[config.mk]
export PLATFORM = sky130hd
export DESIGN_NAME = lsu_agen
export DESIGN_NICKNAME = d
export VERILOG_FILES = /design/src/rtl/lsu_agen_pkg.sv /design/src/rtl/lsu_agen_operand.sv /design/src/rtl/lsu_agen_scaler.sv /design/src/rtl/lsu_agen_offset.sv /design/src/rtl/lsu_agen.sv
export SDC_FILE = /design/constraint.sdc
export NUM_CORES = 1
export LEC_CHECK = 0
export ABC_AREA = 1
export CAP_MARGIN = 20
export CORE_AREA = 2 2 176 127
export DETAILED_ROUTE_END_ITERATION = 7
export DIE_AREA = 0 0 178 129
export PLACE_DENSITY = 0.76
export SYNTH_ARGS = -nofsm -noshare
export SYNTH_HDL_FRONTEND = slang
export SYNTH_SLANG_ARGS = --single-unit
export TNS_END_PERCENT = 50
[constraint.sdc]
create_clock -name vclk -period 11.75
set_clock_uncertainty 0.1 [all_clocks]
set_input_delay 2.35 -clock vclk [all_inputs]
set_output_delay 2.35 -clock vclk [all_outputs]
set_load 0.02 [all_outputs]
[src/rtl/lsu_agen_pkg.sv]
package lsu_agen_pkg;

   localparam int unsigned INSN_W    = 32;
   localparam int unsigned REGSEL_W  = 4;
   localparam int unsigned FIELD12_W = 12;
   localparam int unsigned AMT_W     = 5;

   // bit positions the decode depends on
   localparam int unsigned BIT_PRE    = 24;
   localparam int unsigned BIT_UP     = 23;
   localparam int unsigned BIT_HIMM   = 22;
   localparam int unsigned BIT_WB     = 21;
   localparam int unsigned BIT_REGOFF = 25;

   localparam logic [REGSEL_W-1:0] PC_SEL = 4'd15;

   typedef enum logic [1:0] {
      SCALE_LSL = 2'd0,
      SCALE_LSR = 2'd1,
      SCALE_ASR = 2'd2,
      SCALE_ROR = 2'd3
   } scale_kind_e;

endpackage

[src/rtl/lsu_agen_operand.sv]
module lsu_agen_operand #(
   parameter int unsigned DATA_W  = 32,
   parameter int unsigned PC_BIAS = 8
) (
   input  logic [lsu_agen_pkg::REGSEL_W-1:0] reg_sel,
   input  logic [DATA_W-1:0]                 reg_value,
   input  logic [DATA_W-1:0]                 pc_value,
   output logic [DATA_W-1:0]                 value
);
   localparam logic [DATA_W-1:0] BIAS = DATA_W'(PC_BIAS);

   always_comb begin
      if (reg_sel == lsu_agen_pkg::PC_SEL) value = pc_value + BIAS;
      else                                 value = reg_value;
   end
endmodule

[src/rtl/lsu_agen_scaler.sv]
module lsu_agen_scaler #(
   parameter int unsigned DATA_W = 32,
   parameter int unsigned AMT_W  = 5
) (
   input  logic [DATA_W-1:0]             src,
   input  lsu_agen_pkg::scale_kind_e     kind,
   input  logic [AMT_W-1:0]              amount,
   input  logic                          carry_in,
   output logic [DATA_W-1:0]             result
);
   import lsu_agen_pkg::*;

   localparam int unsigned EFF_W = AMT_W + 1;
   localparam logic [EFF_W-1:0] FULL_SHIFT = EFF_W'(1) << AMT_W;

   if (DATA_W < 2) begin : g_bad_width
      $error("lsu_agen_scaler: DATA_W must be at least 2");
   end

   logic [EFF_W-1:0]    eff_amt;
   logic [2*DATA_W-1:0] doubled;
   logic [DATA_W-1:0]   rotated;

   always_comb begin
      eff_amt = (amount == '0) ? FULL_SHIFT : {1'b0, amount};
      doubled = {src, src};
      rotated = DATA_W'(doubled >> amount);
      result  = src;
      case (kind)
         SCALE_LSL: result = src << amount;
         SCALE_LSR: result = src >> eff_amt;
         SCALE_ASR: result = DATA_W'($signed(src) >>> eff_amt);
         SCALE_ROR: begin
            if (amount == '0) result = {carry_in, src[DATA_W-1:1]};
            else              result = rotated;
         end
         default:   result = src;
      endcase
   end
endmodule

[src/rtl/lsu_agen_offset.sv]
module lsu_agen_offset #(
   parameter int unsigned DATA_W       = 32,
   parameter bit          SUPPORT_HALF = 1'b1
) (
   input  logic                                  word_form,
   input  logic                                  reg_offset,
   input  logic                                  half_imm,
   input  logic [lsu_agen_pkg::FIELD12_W-1:0]    field,
   input  logic [DATA_W-1:0]                     index_val,
   input  logic                                  carry_in,
   output logic [DATA_W-1:0]                     offset
);
   import lsu_agen_pkg::*;

   localparam int unsigned NIB_W = 4;

   logic [DATA_W-1:0] scaled;
   logic [DATA_W-1:0] word_off;
   logic [DATA_W-1:0] half_off;

   lsu_agen_scaler #(
      .DATA_W (DATA_W),
      .AMT_W  (AMT_W)
   ) u_scaler (
      .src      (index_val),
      .kind     (scale_kind_e'(field[6:5])),
      .amount   (field[11:7]),
      .carry_in (carry_in),
      .result   (scaled)
   );

   always_comb word_off = reg_offset ? scaled : DATA_W'(field);

   if (SUPPORT_HALF) begin : g_half
      always_comb begin
         if (half_imm) half_off = DATA_W'({field[11:8], field[NIB_W-1:0]});
         else          half_off = index_val;
      end
   end else begin : g_word_only
      always_comb half_off = word_off;
   end

   always_comb offset = word_form ? word_off : half_off;
endmodule

[src/rtl/lsu_agen.sv]
module lsu_agen #(
   parameter int unsigned DATA_W       = 32,
   parameter int unsigned PC_BIAS      = 8,
   parameter bit          SUPPORT_HALF = 1'b1
) (
   input  logic [31:0]       insn,
   input  logic [DATA_W-1:0] pc_in,
   input  logic [DATA_W-1:0] base_in,
   input  logic [DATA_W-1:0] index_in,
   input  logic              carry_in,
   output logic [DATA_W-1:0] mem_addr,
   output logic              wb_en,
   output logic [DATA_W-1:0] wb_value,
   output logic              user_xlate
);
   import lsu_agen_pkg::*;

   localparam int unsigned N_OPS  = 2;
   localparam int unsigned OP_BASE = 0;
   localparam int unsigned OP_IDX  = 1;

   if (DATA_W < INSN_W) begin : g_bad_width
      $error("lsu_agen: DATA_W must be at least the instruction width");
   end
   if ((PC_BIAS % 4) != 0) begin : g_bad_bias
      $error("lsu_agen: PC_BIAS must be word aligned");
   end

   logic [REGSEL_W-1:0] op_sel [N_OPS];
   logic [DATA_W-1:0]   op_raw [N_OPS];
   logic [DATA_W-1:0]   op_val [N_OPS];

   always_comb begin
      op_sel[OP_BASE] = insn[19:16];
      op_sel[OP_IDX]  = insn[3:0];
      op_raw[OP_BASE] = base_in;
      op_raw[OP_IDX]  = index_in;
   end

   for (genvar g = 0; g < N_OPS; g++) begin : g_op
      lsu_agen_operand #(
         .DATA_W  (DATA_W),
         .PC_BIAS (PC_BIAS)
      ) u_operand (
         .reg_sel   (op_sel[g]),
         .reg_value (op_raw[g]),
         .pc_value  (pc_in),
         .value     (op_val[g])
      );
   end

   logic word_form;
   logic pre_idx;
   logic add_dir;
   logic wb_req;
   logic [DATA_W-1:0] offset;
   logic [DATA_W-1:0] adjusted;
   logic unused_fields;

   always_comb begin
      word_form = (insn[27:26] == 2'b01) || !SUPPORT_HALF;
      pre_idx   = insn[BIT_PRE];
      add_dir   = insn[BIT_UP];
      wb_req    = insn[BIT_WB];
   end

   assign unused_fields = ^{insn[31:28], insn[20], insn[15:12]};

   lsu_agen_offset #(
      .DATA_W       (DATA_W),
      .SUPPORT_HALF (SUPPORT_HALF)
   ) u_offset (
      .word_form  (word_form),
      .reg_offset (insn[BIT_REGOFF]),
      .half_imm   (insn[BIT_HIMM]),
      .field      (insn[FIELD12_W-1:0]),
      .index_val  (op_val[OP_IDX]),
      .carry_in   (carry_in),
      .offset     (offset)
   );

   always_comb begin
      if (add_dir) adjusted = op_val[OP_BASE] + offset;
      else         adjusted = op_val[OP_BASE] - offset;
      mem_addr   = pre_idx ? adjusted : op_val[OP_BASE];
      wb_value   = adjusted;
      wb_en      = pre_idx ? wb_req : 1'b1;
      user_xlate = word_form && !pre_idx && wb_req;
   end
endmodule

# [Word-level counts from Yosys, hierarchy flattened]
# Cells that the tools add are included.
[word_totals] rom_bits=0 word_cells=29 reg_bits=0 out_inout_bits=66 inputBits=129 ramBits=0 mem_count=0 latchBits=0
[op_classes] mul=0 n_div=0 n_shift=4 n_mux=11 addsub=3 eq_ne=6 bitwise=0 reduce_logical=5 magnitude_cmp=0
[op_table] operator="$mux W32" n=8
[op_table] operator="$pmux W32 S4" n=1
[op_table] operator="$shr A64 B5 Y32" n=1
[op_table] operator="$add A32 B32 Y32" n=1
[op_table] operator="$add A32 B4 Y32 const B" n=1
[op_table] operator="$shl A32 B5 Y32" n=1
[op_table] operator="$shr A32 B6 Y32" n=1
[op_table] operator="$sshr A32 B6 Y32" n=1
[op_table] operator="$sub A32 B32 Y32" n=1
[op_table] operator="$eq A4 B4 Y1 const B" n=2
[op_table] operator="$mux W6" n=1
[op_table] operator="$logic_not A5 Y1" n=1
[op_table] operator="$eq A2 B1 Y1 const B" n=2
[op_table] operator="$eq A2 B2 Y1 const B" n=2
[op_table] operator="$logic_and A1 B1 Y1" n=2
[op_table] operator="$logic_not A2 Y1" n=1
[op_table] operator="$logic_not A1 Y1" n=1
[op_table] operator="$mux W1" n=1

# [Logic depth before layout (Yosys ltp)]
[logic_depth] word_depth=10 ltp_mapped=52 mapped_depth_nobuf=52

# [Cells and area by module]
# A second synthesis with hierarchy kept.
[hier_totals] hier_cells=2475 hier_area_um2=11807.6
[by_module_without_submodules] mod="lsu_agen_scaler" instances=1 seq_area_each_um2=0.0 cells_per_inst=1069 area_per_inst_um2=4994.8
[by_module_without_submodules] mod="lsu_agen" instances=1 seq_area_each_um2=0.0 cells_per_inst=700 area_per_inst_um2=3588.4
[by_module_without_submodules] mod="lsu_agen_operand" instances=2 seq_area_each_um2=0.0 cells_per_inst=261 area_per_inst_um2=1202.4
[by_module_without_submodules] mod="lsu_agen_offset" instances=1 seq_area_each_um2=0.0 cells_per_inst=184 area_per_inst_um2=819.5

# [Worst setup path before layout]
# OpenSTA, ideal clock, no wires.
[synth_timing] path_kind="input to output" startpoint="input port pc_in[3]" endpoint="output port mem_addr[29]" required_time_ps=9300 arrival_ps=7765 slack_ps=1535 path_stages=48 cell_sequence="ha_1 -> nand2_2 -> nor2_4 -> nand2_4 -> nor2_4 -> nand2_1 -> nand2_1 -> nand3_2 -> nand2_4 -> nand2_1 -> nand2_1 -> nand2_1 -> nand2_1 -> nand2_1 -> nand2_1 -> nand2_1 -> nand2_1 -> nand2_1 -> [... 12 more ...] -> ha_1 -> nand2_1 -> inv_1 -> nand2_1 -> nand2_1 -> a21oi_1 -> o21ai_1 -> nand2_1 -> nand2_1 -> a21oi_1 -> o21ai_0 -> a21boi_1 -> o21ai_0 -> nand4_1 -> nand2_1 -> xor2_1 -> nor2_1 -> a31oi_1"
[synth_via] elab_chain_cells=10 elab_cells_between_ends=16 classes_between="add/sub: 3; shift: 4; mux: 9"
[synth_lines] item="start: declaration" line_no="lsu_agen.sv:7" text="input logic [DATA_W-1:0] pc_in,"
[synth_lines] item="$add A32 B4 Y32 *" line_no="lsu_agen_operand.sv:13" text="if (reg_sel == lsu_agen_pkg::PC_SEL) value = pc_value + BIAS;"
[synth_lines] item="$mux W32" line_no="lsu_agen_operand.sv:13"
[synth_lines] item="$shr A64 B5 Y32" line_no="lsu_agen_scaler.sv:27" text="rotated = DATA_W'(doubled >> amount);"
[synth_lines] item="$mux W32" line_no="lsu_agen_scaler.sv:34" text="if (amount == '0) result = {carry_in, src[DATA_W-1:1]};"
[synth_lines] item="$pmux W32 S4" line_no="lsu_agen_scaler.sv:29" text="case (kind)"
[synth_lines] item="$mux W32" line_no="lsu_agen_offset.sv:32" text="always_comb word_off = reg_offset ? scaled : DATA_W'(field);"
[synth_lines] item="$mux W32" line_no="lsu_agen_offset.sv:43" text="always_comb offset = word_form ? word_off : half_off;"
[synth_lines] item="$sub A32 B32 Y32 or $add A32 B32 Y32 (tied branches)" line_no="lsu_agen.sv:84, lsu_agen.sv:83"
[synth_lines] item="$mux W32 *" line_no="lsu_agen.sv:83" text="if (add_dir) adjusted = op_val[OP_BASE] + offset;"
[synth_lines] item="named net wb_value[29]" line_no="lsu_agen.sv:13" text="output logic [DATA_W-1:0] wb_value,"
[synth_lines] item="$mux W32 *" line_no="lsu_agen.sv:85" text="mem_addr = pre_idx ? adjusted : op_val[OP_BASE];"
[synth_lines] item="end: declaration" line_no="lsu_agen.sv:11" text="output logic [DATA_W-1:0] mem_addr,"
# The timed path passes the listed nets; every way through them passes the cells marked *.

# [Final worst setup path]
[layout_timing] startpoint="input port insn[1]" endpoint="output port wb_value[23]"
[layout_via] elab_chain_cells=9 elab_cells_between_ends=14 classes_between="add/sub: 2; eq/ne: 1; shift: 4; mux: 7"
[layout_lines] item="start: declaration" line_no="lsu_agen.sv:6" text="input logic [31:0] insn,"
[layout_lines] item="$eq A4 B4 Y1" line_no="lsu_agen_operand.sv:13"
[layout_lines] item="$mux W32" line_no="lsu_agen_operand.sv:13"
[layout_lines] item="$shr A64 B5 Y32" line_no="lsu_agen_scaler.sv:27"
[layout_lines] item="$mux W32" line_no="lsu_agen_scaler.sv:34"
[layout_lines] item="$pmux W32 S4" line_no="lsu_agen_scaler.sv:29"
[layout_lines] item="$mux W32" line_no="lsu_agen_offset.sv:32"
[layout_lines] item="$mux W32 *" line_no="lsu_agen_offset.sv:43"
[layout_lines] item="$sub A32 B32 Y32 or $add A32 B32 Y32 (tied branches)" line_no="lsu_agen.sv:84, lsu_agen.sv:83"
[layout_lines] item="$mux W32 *" line_no="lsu_agen.sv:83"
[layout_lines] item="end: declaration" line_no="lsu_agen.sv:13"
# Every way passes the cells marked *; elsewhere a longest branch is shown, timed or not.

==> impl_metrics.json <==
{
  "outcome": "complete, no violations",
  "finalMaxSlewViolations": 0,
  "wl_um": 56500,
  "antenna_cells": 0,
  "cpPeakStageDelay_ps": 540,
  "crit_path_frequent_cell": "nand2_1",
  "grt_max_degree": 69,
  "multi_input_area_sq_mm": 0.00935,
  "dieArea_sq_mm": 0.0230,
  "postSynthNetCount": 2251,
  "drtIter0Drc": 3012,
  "critPathMaxFanout": 9,
  "max_freq_ghz": 0.0871,
  "netlist-cell-type-count": 54,
  "crit_path_end_kind": "output port",
  "vias": 16449,
  "start_util_pct": 49.3,
  "synth-seq-area-share_pct": 0,
  "fin_total_pwr_uw": 1030,
  "synth_area_sq_mm": 0.0105,
  "power.share.combinational_pct": 100.0,
  "grt_pass1_vias": 14181,
  "clockPowerShare_pct": 0,
  "power.density_mw_per_mm2": 75.8,
  "ant_nets": 0,
  "max-slew-margin-rel_pct": 29.7,
  "n_sequential_cell": 0,
  "fin_hold_ws_ps": 5350,
  "drive_gt1_share_pct": 15.3,
  "io_buffers": 186,
  "cp_num_buf_inv": 8,
  "min_period_over_period_pct": 97.7,
  "leakage_uw": 0.00695,
  "synth_cells": 2088,
  "power_switching_uw": 619,
  "start_kind": "input port",
  "synth_warnings": 0,
  "finalSetupViolCount": 0,
  "fp-row-count": 45,
  "crit_family": "simple AND/OR/NAND/NOR gates",
  "cp_slowest_cell": "clkdlybuf4s50_1",
  "num-clock-buffers": 0,
  "period_needed_ps": 11480,
  "ff_latch_area_sq_um": 0,
  "tightest_slew_ps": 1040,
  "synth_area_leaders": "nand2_1, nand3_1, inv_1",
  "rsz0062_at_grt": "yes",
  "cts_hold_buffers": 0,
  "final_hold_viol_count": 0,
  "ir_drop_mv": 0.0430,
  "finalNetCount": 2512,
  "place_hpwl_um": 45500,
  "cp.required_ps": 9300,
  "die-height_um": 129,
  "wl_per_cell_um": 21.5,
  "grt.overflow.total": 0,
  "seqPwrFrac_pct": 0,
  "drc": 0,
  "yosysMostFrequentCell": "nand2_1",
  "fp.dieW_um": 178,
  "antenna_found_initial": 0,
  "swShare_pct": 60.0,
  "synth.avg_cell_area_sq_um": 5.01,
  "yosysTopAreaCellShare_pct": 25.8,
  "grt_pass1_wl_um": 82500,
  "drt-pass1-iter-count": 7,
  "power.internal_uw": 413,
  "track_usage_pct": 46.8,
  "area_growth_pct": 30.2,
  "cp.arrival_ps": 9030,
  "num_io_pins": 195,
  "globalplace.congestion": 1.21,
  "worst-setup-path-type": "input port to output port",
  "finalSetupTns_ps": 0,
  "fillers": 2128,
  "vias_per_cell": 6.26,
  "synth_top_area_cell": "nand2_1",
  "fp.coreArea_sq_mm": 0.0212,
  "hold_path.class": "input port to output port",
  "yosys-top-cells-count": "nand2_1, nand3_1, inv_1",
  "max-cap-violations": 0
}
==> path summary, 6_finish.rpt <==
path	start	to	depth (start not counted)
setup / recovery	insn[1]	wb_value[23]	41
hold / removal	base_in[29]	mem_addr[29]	4
==> repair_timing <==
item	4_1_cts	5_1_grt
pin swaps	0	6
gates resized for setup	9	53
endpoints found under the setup margin	14	30
setup buffers	0	4
==> layout make-up <==
class              count  area share [%]
inverters            175            4.89
repair buffers       366            24.0
multi-input cells   1806            68.6
well taps            282            2.59
==> worst min-delay path, cell delays in order <==
cell,delay (ps)
clkdlybuf4s50_1,420
nand2_1,90
a31oi_1,80
clkbuf_2,160
==> per-stage QoR <==
stage	instance area [sq um]	setup WS (ps)	std cells	utilization [%]
3_5_place_dp	13500	-440	2625	63.4
2_1_floorplan	10500	1530	2088	-
5_1_grt	13600	-39.0	2629	64.2
3_3_place_gp	13500	-239	2625	63.4
6_report	13600	266	2629	64.2
4_1_cts	13500	29.1	2625	63.5
==> metal layers <==
layer  GRT usage [%]  vias to the layer above  part of all wire [%]
met5           0.208                        -                     0
met4            11.8                        0                   3.6
met1            66.9                     7364                    41
li1                -                     7489                     -
met3            20.5                      172                    19
met2            62.8                     1424                    37
==> layout by cell type (no fill, tap or decap), types with 23 or more instances in the layout <==
master             n
nand2_2           30
nand3_1          442
ha_1              32
nand2_1          715
a21oi_1           91
xnor2_1           26
nor2_1           102
inv_1            157
nand3_2           55
xor2_1            28
clkdlybuf4s50_1  164
o21ai_1           26
o21ai_0           74
nand4_1           32
nor2_2            23
buf_4            176
==> power by group through the flow <==
stage | clock, uW | sequential, uW | combinational [uW]
after floorplan | 0 | 0 | 558
after global placement | 0 | 0 | 969
after detailed placement | 0 | 0 | 981
after CTS | 0 | 0 | 985
after global routing | 0 | 0 | 1090
final | 0 | 0 | 1030
==> logic make-up (layout without fill, tap and decap cells) <==
group,count (synthesis),after routing,share of synthesized area (%)
XOR/XNOR,56,56,4.68
adder cells (fa/ha/maj),34,34,4.13
AO/OA/AOI/OAI,262,262,14.1
buffers and inverters,282,541,11.8
AND/OR/NAND/NOR,1454,1454,65.3
(Power assumes the default switching activity.)
